### config.mk
export PLATFORM = sky130hd
export DESIGN_NAME = pixel_coalescer
export DESIGN_NICKNAME = d
export VERILOG_FILES = /design/src/rtl/pixcoal_pkg.sv /design/src/rtl/pixcoal_datapath.sv /design/src/rtl/pixcoal_ctrl.sv /design/src/rtl/pixel_coalescer.sv
export SDC_FILE = /design/constraint.sdc
export NUM_CORES = 2
export LEC_CHECK = 0
export BUFFER_PORTS_ARGS = -buffer_cell sky130_fd_sc_hd__buf_4
export CAP_MARGIN = 30
export CORE_ASPECT_RATIO = 0.9
export CORE_MARGIN = 2
export CORE_UTILIZATION = 31
export CTS_BUF_LIST = sky130_fd_sc_hd__clkbuf_2
export CTS_CLUSTER_SIZE = 25
export DETAILED_ROUTE_END_ITERATION = 8
export RECOVER_POWER = 50
export SYNTH_ARGS = -nofsm -noshare
export SYNTH_HDL_FRONTEND = slang
export SYNTH_SLANG_ARGS = --single-unit
export TNS_END_PERCENT = 20
### constraint.sdc
create_clock -name clk -period 4.5 [get_ports clk]
set_clock_uncertainty 0.1 [all_clocks]
set_input_delay 0.675 -clock clk [delete_from_list [all_inputs] [get_ports clk]]
set_output_delay 0.675 -clock clk [all_outputs]
set_load 0.01 [all_outputs]
### src/rtl/pixcoal_pkg.sv
package pixcoal_pkg;
  parameter int NUM_CORES  = 2;
  parameter int NUM_SETS   = 8;
  parameter int SET_PIXELS = 16;

  localparam int CORE_W = (NUM_CORES > 1) ? $clog2(NUM_CORES) : 1;
  localparam int SET_W  = $clog2(NUM_SETS);
  localparam int OFF_W  = $clog2(SET_PIXELS);

  // strobes from control to datapath
  typedef struct packed {
    logic              wrEn;
    logic              alloc;
    logic [SET_W-1:0]  wrSet;
    logic [CORE_W-1:0] grantCore;
    logic [SET_W-1:0]  flushSet;
    logic [OFF_W-1:0]  beat;
    logic              relSet;
  } ctrl_t;
endpackage

### src/rtl/pixcoal_datapath.sv
module pixcoal_datapath
  import pixcoal_pkg::*;
#(
  parameter int IDX_W   = 16,
  parameter int COLOR_W = 12
) (
  input  logic                           clk,
  input  logic                           rstN,
  input  ctrl_t                          ctl,
  input  logic [NUM_CORES*IDX_W-1:0]     resIdx,
  input  logic [NUM_CORES*COLOR_W-1:0]   resColor,
  output logic [NUM_SETS-1:0]            setBusy,
  output logic [NUM_SETS-1:0]            setFull,
  output logic [NUM_SETS-1:0]            setHit,
  output logic [IDX_W-1:0]               fbAddr,
  output logic [COLOR_W-1:0]             fbData
);
  logic [IDX_W-1:0]      tagQ  [NUM_SETS];
  logic [SET_PIXELS-1:0] maskQ [NUM_SETS];
  logic [NUM_SETS-1:0]   busyQ;
  logic [COLOR_W-1:0]    pixQ  [NUM_SETS][SET_PIXELS];

  logic [IDX_W-1:0]   inIdx;
  logic [IDX_W-1:0]   inBase;
  logic [OFF_W-1:0]   inOff;
  logic [COLOR_W-1:0] inColor;

  assign inIdx   = resIdx[ctl.grantCore*IDX_W +: IDX_W];
  assign inColor = resColor[ctl.grantCore*COLOR_W +: COLOR_W];
  assign inBase  = {inIdx[IDX_W-1:OFF_W], {OFF_W{1'b0}}};
  assign inOff   = inIdx[OFF_W-1:0];

  always_ff @(posedge clk) begin
    if (!rstN) begin
      busyQ <= '0;
      for (int s = 0; s < NUM_SETS; s++) begin
        tagQ[s]  <= '0;
        maskQ[s] <= '0;
      end
    end else begin
      for (int s = 0; s < NUM_SETS; s++) begin
        if (ctl.relSet && ctl.flushSet == SET_W'(s)) begin
          busyQ[s] <= 1'b0;
          maskQ[s] <= '0;
        end
        if (ctl.alloc && ctl.wrSet == SET_W'(s)) begin
          busyQ[s] <= 1'b1;
          tagQ[s]  <= inBase;
        end
        if (ctl.wrEn && ctl.wrSet == SET_W'(s))
          maskQ[s][inOff] <= 1'b1;
      end
    end
  end

  always_ff @(posedge clk) begin
    if (ctl.wrEn)
      pixQ[ctl.wrSet][inOff] <= inColor;
  end

  genvar g;
  generate
    for (g = 0; g < NUM_SETS; g++) begin : g_flags
      assign setFull[g] = &maskQ[g];
      assign setHit[g]  = busyQ[g] && !setFull[g] && (tagQ[g] == inBase);
    end
  endgenerate

  assign setBusy = busyQ;
  assign fbAddr  = {tagQ[ctl.flushSet][IDX_W-1:OFF_W], ctl.beat};
  assign fbData  = pixQ[ctl.flushSet][ctl.beat];


  release_full_chk: assert property (@(posedge clk) disable iff (!rstN)
    ctl.relSet |-> setFull[ctl.flushSet]);


  write_room_chk: assert property (@(posedge clk) disable iff (!rstN)
    ctl.wrEn |-> (ctl.alloc ? !busyQ[ctl.wrSet] : setHit[ctl.wrSet]));


  tag_match_chk: assert property (@(posedge clk) disable iff (!rstN)
    ctl.wrEn |=> tagQ[$past(ctl.wrSet)] == $past(inBase));
endmodule

### src/rtl/pixcoal_ctrl.sv
module pixcoal_ctrl
  import pixcoal_pkg::*;
(
  input  logic                 clk,
  input  logic                 rstN,
  input  logic [NUM_CORES-1:0] resValid,
  input  logic [NUM_SETS-1:0]  setBusy,
  input  logic [NUM_SETS-1:0]  setFull,
  input  logic [NUM_SETS-1:0]  setHit,
  input  logic                 fbAck,
  output ctrl_t                ctl,
  output logic [NUM_CORES-1:0] resReady,
  output logic                 fbValid,
  output logic                 fbLast
);
  localparam logic [OFF_W-1:0] LAST_BEAT = OFF_W'(SET_PIXELS - 1);

  logic [CORE_W-1:0] grantIdx;
  logic              anyValid;
  logic [SET_W-1:0]  hitIdx, freeIdx, fullIdx;
  logic              anyHit, anyFree, anyFull, canTake;

  logic              flushingQ;
  logic [SET_W-1:0]  flushSetQ;
  logic [OFF_W-1:0]  beatQ;

  always_comb begin
    grantIdx = '0;
    anyValid = 1'b0;
    for (int i = NUM_CORES - 1; i >= 0; i--)
      if (resValid[i]) begin
        grantIdx = CORE_W'(i);
        anyValid = 1'b1;
      end
    hitIdx = '0; anyHit = 1'b0;
    freeIdx = '0; anyFree = 1'b0;
    fullIdx = '0; anyFull = 1'b0;
    for (int s = NUM_SETS - 1; s >= 0; s--) begin
      if (setHit[s])   begin hitIdx  = SET_W'(s); anyHit  = 1'b1; end
      if (!setBusy[s]) begin freeIdx = SET_W'(s); anyFree = 1'b1; end
      if (setFull[s])  begin fullIdx = SET_W'(s); anyFull = 1'b1; end
    end
  end

  assign canTake = anyValid && (anyHit || anyFree);

  always_comb begin
    resReady = '0;
    if (canTake) resReady[grantIdx] = 1'b1;
    ctl           = '0;
    ctl.wrEn      = canTake;
    ctl.alloc     = canTake && !anyHit;
    ctl.wrSet     = anyHit ? hitIdx : freeIdx;
    ctl.grantCore = grantIdx;
    ctl.flushSet  = flushSetQ;
    ctl.beat      = beatQ;
    ctl.relSet    = flushingQ && fbAck && (beatQ == LAST_BEAT);
  end

  always_ff @(posedge clk) begin
    if (!rstN) begin
      flushingQ <= 1'b0;
      flushSetQ <= '0;
      beatQ     <= '0;
    end else if (!flushingQ) begin
      if (anyFull) begin
        flushingQ <= 1'b1;
        flushSetQ <= fullIdx;
        beatQ     <= '0;
      end
    end else if (fbAck) begin
      if (beatQ == LAST_BEAT) flushingQ <= 1'b0;
      else                    beatQ <= beatQ + 1'b1;
    end
  end

  assign fbValid = flushingQ;
  assign fbLast  = flushingQ && (beatQ == LAST_BEAT);

  logic [NUM_SETS-1:0] belowFlush;
  assign belowFlush = (NUM_SETS'(1) << flushSetQ) - NUM_SETS'(1);


  ready_onehot_chk: assert property (@(posedge clk) disable iff (!rstN)
    $onehot0(resReady) && ((resReady & ~resValid) == '0));

  genvar c;
  generate
    for (c = 1; c < NUM_CORES; c++) begin : g_prio

      ready_prio_chk: assert property (@(posedge clk) disable iff (!rstN)
        resReady[c] |-> !(|resValid[c-1:0]));
    end
  endgenerate


  beat_hold_chk: assert property (@(posedge clk) disable iff (!rstN)
    (fbValid && !fbAck) |=> (fbValid && $stable(ctl.beat) && $stable(ctl.flushSet)));


  release_gap_chk: assert property (@(posedge clk) disable iff (!rstN)
    ctl.relSet |=> (!fbValid && !setBusy[$past(ctl.flushSet)]));


  lowest_first_chk: assert property (@(posedge clk) disable iff (!rstN)
    $rose(fbValid) |-> (($past(setFull) & belowFlush) == '0));
endmodule

### src/rtl/pixel_coalescer.sv
module pixel_coalescer
  import pixcoal_pkg::*;
#(
  parameter int IDX_W   = 16,
  parameter int COLOR_W = 12
) (
  input  logic                         clk,
  input  logic                         rstN,
  input  logic [NUM_CORES-1:0]         resValid,
  input  logic [NUM_CORES*IDX_W-1:0]   resIdx,
  input  logic [NUM_CORES*COLOR_W-1:0] resColor,
  output logic [NUM_CORES-1:0]         resReady,
  output logic                         fbValid,
  output logic [IDX_W-1:0]             fbAddr,
  output logic [COLOR_W-1:0]           fbData,
  output logic                         fbLast,
  input  logic                         fbAck
);
  ctrl_t               ctl;
  logic [NUM_SETS-1:0] setBusy, setFull, setHit;

  pixcoal_ctrl u_ctrl (
    .clk      (clk),
    .rstN     (rstN),
    .resValid (resValid),
    .setBusy  (setBusy),
    .setFull  (setFull),
    .setHit   (setHit),
    .fbAck    (fbAck),
    .ctl      (ctl),
    .resReady (resReady),
    .fbValid  (fbValid),
    .fbLast   (fbLast)
  );

  pixcoal_datapath #(.IDX_W(IDX_W), .COLOR_W(COLOR_W)) u_dp (
    .clk      (clk),
    .rstN     (rstN),
    .ctl      (ctl),
    .resIdx   (resIdx),
    .resColor (resColor),
    .setBusy  (setBusy),
    .setFull  (setFull),
    .setHit   (setHit),
    .fbAddr   (fbAddr),
    .fbData   (fbData)
  );
endmodule

==> results.py <==
metrics = {
    "route": {
        "vias": 42700,
        "drt_iter0_markers": 5101,
        "wirelength_um": 217000,
        "drc": 0,
        "wl_per_cell_um": 26.9,
        "ant_nets": 0,
        "dr.pass1.iters": 7,
        "via_per_inst": 5.29,
    },
    "power": {
        "leakagePower_nw": 28.5,
        "p_seq_share_pct": 59.0,
        "power_density_nw_per_um2": 358,
        "p_clk_share_pct": 32.8,
        "p_switching_mw": 8.34,
        "ir_drop_v": 0.000270,
        "p_int_mw": 23.4,
        "swShare_pct": 26.3,
        "power_mw": 31.7,
        "combPwrFrac_pct": 8.2,
    },
    "yosys": {
        "syn_area_um2": 72900,
        "ys_ff_latch": 1779,
        "synth.area.top_cells": "edfxtp_1, mux4_2, nor3_1",
        "synth_flop_cell": "edfxtp_1",
        "yosys.area.top_type": "edfxtp_1",
        "asyncSetResetFlopFracSynth_pct": 0,
        "yosysSeqAreaShare_pct": 73.0,
        "ys_warn_count": 0,
        "ys_types": 81,
        "syn-num-nets": 3753,
        "yosysTopAreaCellShare_pct": 72.5,
        "avgSynthCellArea_um2": 19.8,
        "syn_inst": 3691,
        "synth_enable_flop_cells": 1760,
    },
    "clock_network": {
        "clk_path_buf_depth": 4,
        "cts_tree": "done",
        "clkLatencyLatePin_ns": 1.79,
        "clkSinkCount": 1779,
        "numCtsBuffers": 450,
        "htreeDepth": 5,
        "root_buffer": "clkbuf_2",
        "clkTransAtPathRegs_ns": 0.10,
    },
    "setup_path": {
        "path_buf_inv": 7,
        "cp_max_fo": 8,
        "path_delay_family": "buffers and inverters",
        "crit_path_end_kind": "primary output",
        "slowest_delay_ns": 0.67,
        "path_cells": "clkbuf_4 > dlygate4sd3_1 > nor2b_1 > clkdlybuf4s25_1 > mux2i_1 > buf_4 > xnor2_1 > a2111oi_0 > nand4b_1 > or4b_4 > or3_4 > buf_6 > buf_8 > and2_4 > buf_6",
        "start_kind": "primary input",
        "cpMaxStageDelayCell": "clkdlybuf4s25_1",
        "critPathKind": "primary input to primary output",
        "cp_data_arrival_time_ns": 5.02,
        "cp_data_required_time_ns": 3.72,
        "path_common_cell": "buf_6",
    },
    "floorplanning": {
        "die_x_um": 515,
        "die_y_um": 464,
        "die-area_um2": 239000,
        "rows": 168,
        "core_um2": 233000,
        "start_util_pct": 31.3,
        "pin_count": 93,
    },
    "global_routing": {
        "grt_pass1_vias": 42500,
        "grt.total_usage_pct": 17.9,
        "antenna_found_initial": 16,
        "gr-total-overflow": 0,
        "grt_pass1_wl_um": 309000,
        "grt_max_degree": 93,
    },
    "placed_design": {
        "place_congestion": 0.971,
        "dpl-instance-area_um2": 82600,
        "hpwl_um": 140000,
        "pre_cts_ws_ns": -0.332,
        "portBuffers": 92,
    },
    "timing": {
        "setup_slack_ns": -1.29,
        "rsz0062_at_grt": "yes",
        "hold_viol": 0,
        "whs_ns": 0.242,
        "min_period_over_period_pct": 129,
        "tightest_slew_ns": 2.22,
        "setup_viol": 1638,
        "setup-tns-final_ns": -380.34,
        "slew_violations": 93,
        "slew_headroom_pct": -48.1,
        "min_period_ns": 5.79,
        "timing.fmax_mhz": 173,
    },
    "layout": {
        "drive_above_1_share_pct": 40.4,
        "nets": 4759,
        "final_cell_area_um2": 88800,
        "area_delta_synth_final_pct": 21.7,
    },
    "outcome": {
        "violations": "capacitance limit, slew limit, setup timing",
        "status": "complete, but fails checks",
    },
    "worst_hold_path": {
        "hp-class": "primary input to flop",
    },
    "run": {
        "drv_cap": 3,
    },
}
layout by cell type (no fill, tap or decap), types with 8 or more instances in the layout:
master / netlist / layout
buf_16: 0 / 23
buf_6: 5 / 34
a221oi_1: 11 / 10
clkbuf_4: 0 / 10
nor3_2: 0 / 57
diode_2: 0 / 11
clkinv_2: 0 / 11
a211oi_1: 11 / 11
mux2_4: 0 / 17
o21ai_0: 72 / 68
dlygate4sd3_1: 0 / 119
mux2_2: 25 / 8
nor3_1: 176 / 117
dfxtp_1: 19 / 14
nand3b_1: 9 / 9
nand3_1: 28 / 27
xnor2_1: 53 / 53
inv_1: 40 / 40
xor2_1: 38 / 35
buf_12: 1 / 128
clkinv_1: 1 / 104
buf_4: 14 / 448
o21ai_1: 24 / 26
nor2_1: 202 / 202
clkbuf_2: 0 / 658
edfxtp_1: 1760 / 1760
nand2b_1: 26 / 24
nand2_1: 82 / 75
mux4_2: 528 / 528
buf_8: 0 / 8
nor4_1: 20 / 16
o22ai_1: 13 / 12
nand4_1: 43 / 43
a21oi_1: 23 / 23
and3_1: 8 / 8
clkbuf_1: 161 / 22
o31ai_1: 70 / 67
flip-flops by register name (all words and copies together), names as in the netlist, named ones only:
| signal | cells |
|---|---|
| u_dp.maskQ | 128 |
| u_ctrl.fbValid | 1 |
| u_dp.pixQ | 1536 |
| u_ctrl.beatQ | 4 |
| u_dp.tagQ | 96 |
| u_dp.setBusy | 8 |
| u_ctrl.flushSetQ | 3 |
final timing paths:
| path | from | end | slack [ns] | cells past startpoint |
|---|---|---|---|---|
| worst min-delay path | fbAck | u_dp.setBusy[4] | 0.24 | 8 |
| worst max-delay path | resValid[0] | resReady[1] | -1.29 | 15 |
| worst min register to register | u_dp.setBusy[6] | u_dp.setBusy[6] | 0.42 | 2 |
| worst max register to register | u_dp.tagQ[1][8] | u_dp.pixQ[0][151] | -0.03 | 14 |
synthesized netlist by cell type (all sizes together) (7+ instances only):
cell and n:
edfxtp 1760, mux4 528, nor2 202, nor3 176, clkbuf 161, buf 115, o21ai 96, nand2 82
o31ai 73, xnor2 53, nand4 43, inv 41, xor2 38, nand3 30, nand2b 26, mux2 25
a21oi 23, nor4 20, dfxtp 19, o22ai 13, a211oi 11, a221oi 11, mux2i 9, nand3b 9
a31oi 8, and3 8, o2111ai 8, a2111oi 7, nor2b 7
metrics by stage:
stage          util (%)  instances
4_1_cts            38.0       8004
2_1_floorplan         -       3691
3_3_place_gp       35.4       7078
3_5_place_dp       35.4       7086
6_report           38.0       8075
5_1_grt            38.0       8070
layer usage:
layer  GRT usage, %  wire, um  vias up
li1               -         -    17600
met1           24.6     90100    22400
met2           28.1    102000     2190
met3           3.74     18100      427
met4           5.92      6330       10
met5              0        57        -
kinds of logic (layout without fill, tap and decap cells):
group                    after synthesis  in the layout  share of synthesized area (%)
AO/OA/AOI/OAI                        295            295                           2.80
XOR/XNOR                              91             91                           1.09
adder cells (fa/ha/maj)                1              1                         0.0172
buffers and inverters                318           1631                           1.87
flip-flops                          1779           1779                           73.0
multiplexers                         562            562                           16.9
other                                  0             11                              0
AND/OR/NAND/NOR                      645            645                           4.34
repair_timing:
| item | in CTS | in global routing |
|---|---|---|
| resized for setup | 60 | 53 |
| hold endpoints to repair | 3188 | 72 |
| buffers inserted | 22 | 47 |
| endpoints found under the setup margin | 26 | 115 |
| cloned | 10 | 8 |
| pin swaps | 3 | 20 |
| hold buffers | 127 | 3 |
layout make-up:
cell class	instances	area, um^2
Timing Repair Buffer	830	8810
Tap cell	3060	3830
Inverter	42	158
Antenna cell	11	27.5
Clock inverter	124	597
Fill cell	21500	145000
Sequential cell	1779	53200
Multi-Input combinational cell	1594	18900
Clock buffer	635	3180
power groups by stage:
stage / combinational, mW / sequential [mW] / clock (mW)
after CTS: 2.70 / 18.7 / 10.7
after global routing: 2.71 / 18.8 / 11.5
after global placement: 2.51 / 19.1 / 0
after floorplan: 1.08 / 19.1 / 0
final: 2.59 / 18.7 / 10.4
after detailed placement: 2.55 / 19.1 / 0
worst register-to-register path, cell delays in order (launching register included):
cell and delay (ns):
edfxtp_1 0.51, xor2_1 0.20, nor4_1 0.26, buf_4 0.20
nor4bb_4 0.20, a31oi_1 0.08, or4_4 0.58, buf_4 0.16
and2_1 0.17, o21ai_1 0.21, buf_4 0.17, a21bo_1 0.34
clkbuf_2 0.42, nor2_1 0.30, buf_4 0.23
No activity file was read; power rests on OpenSTA's default activity.
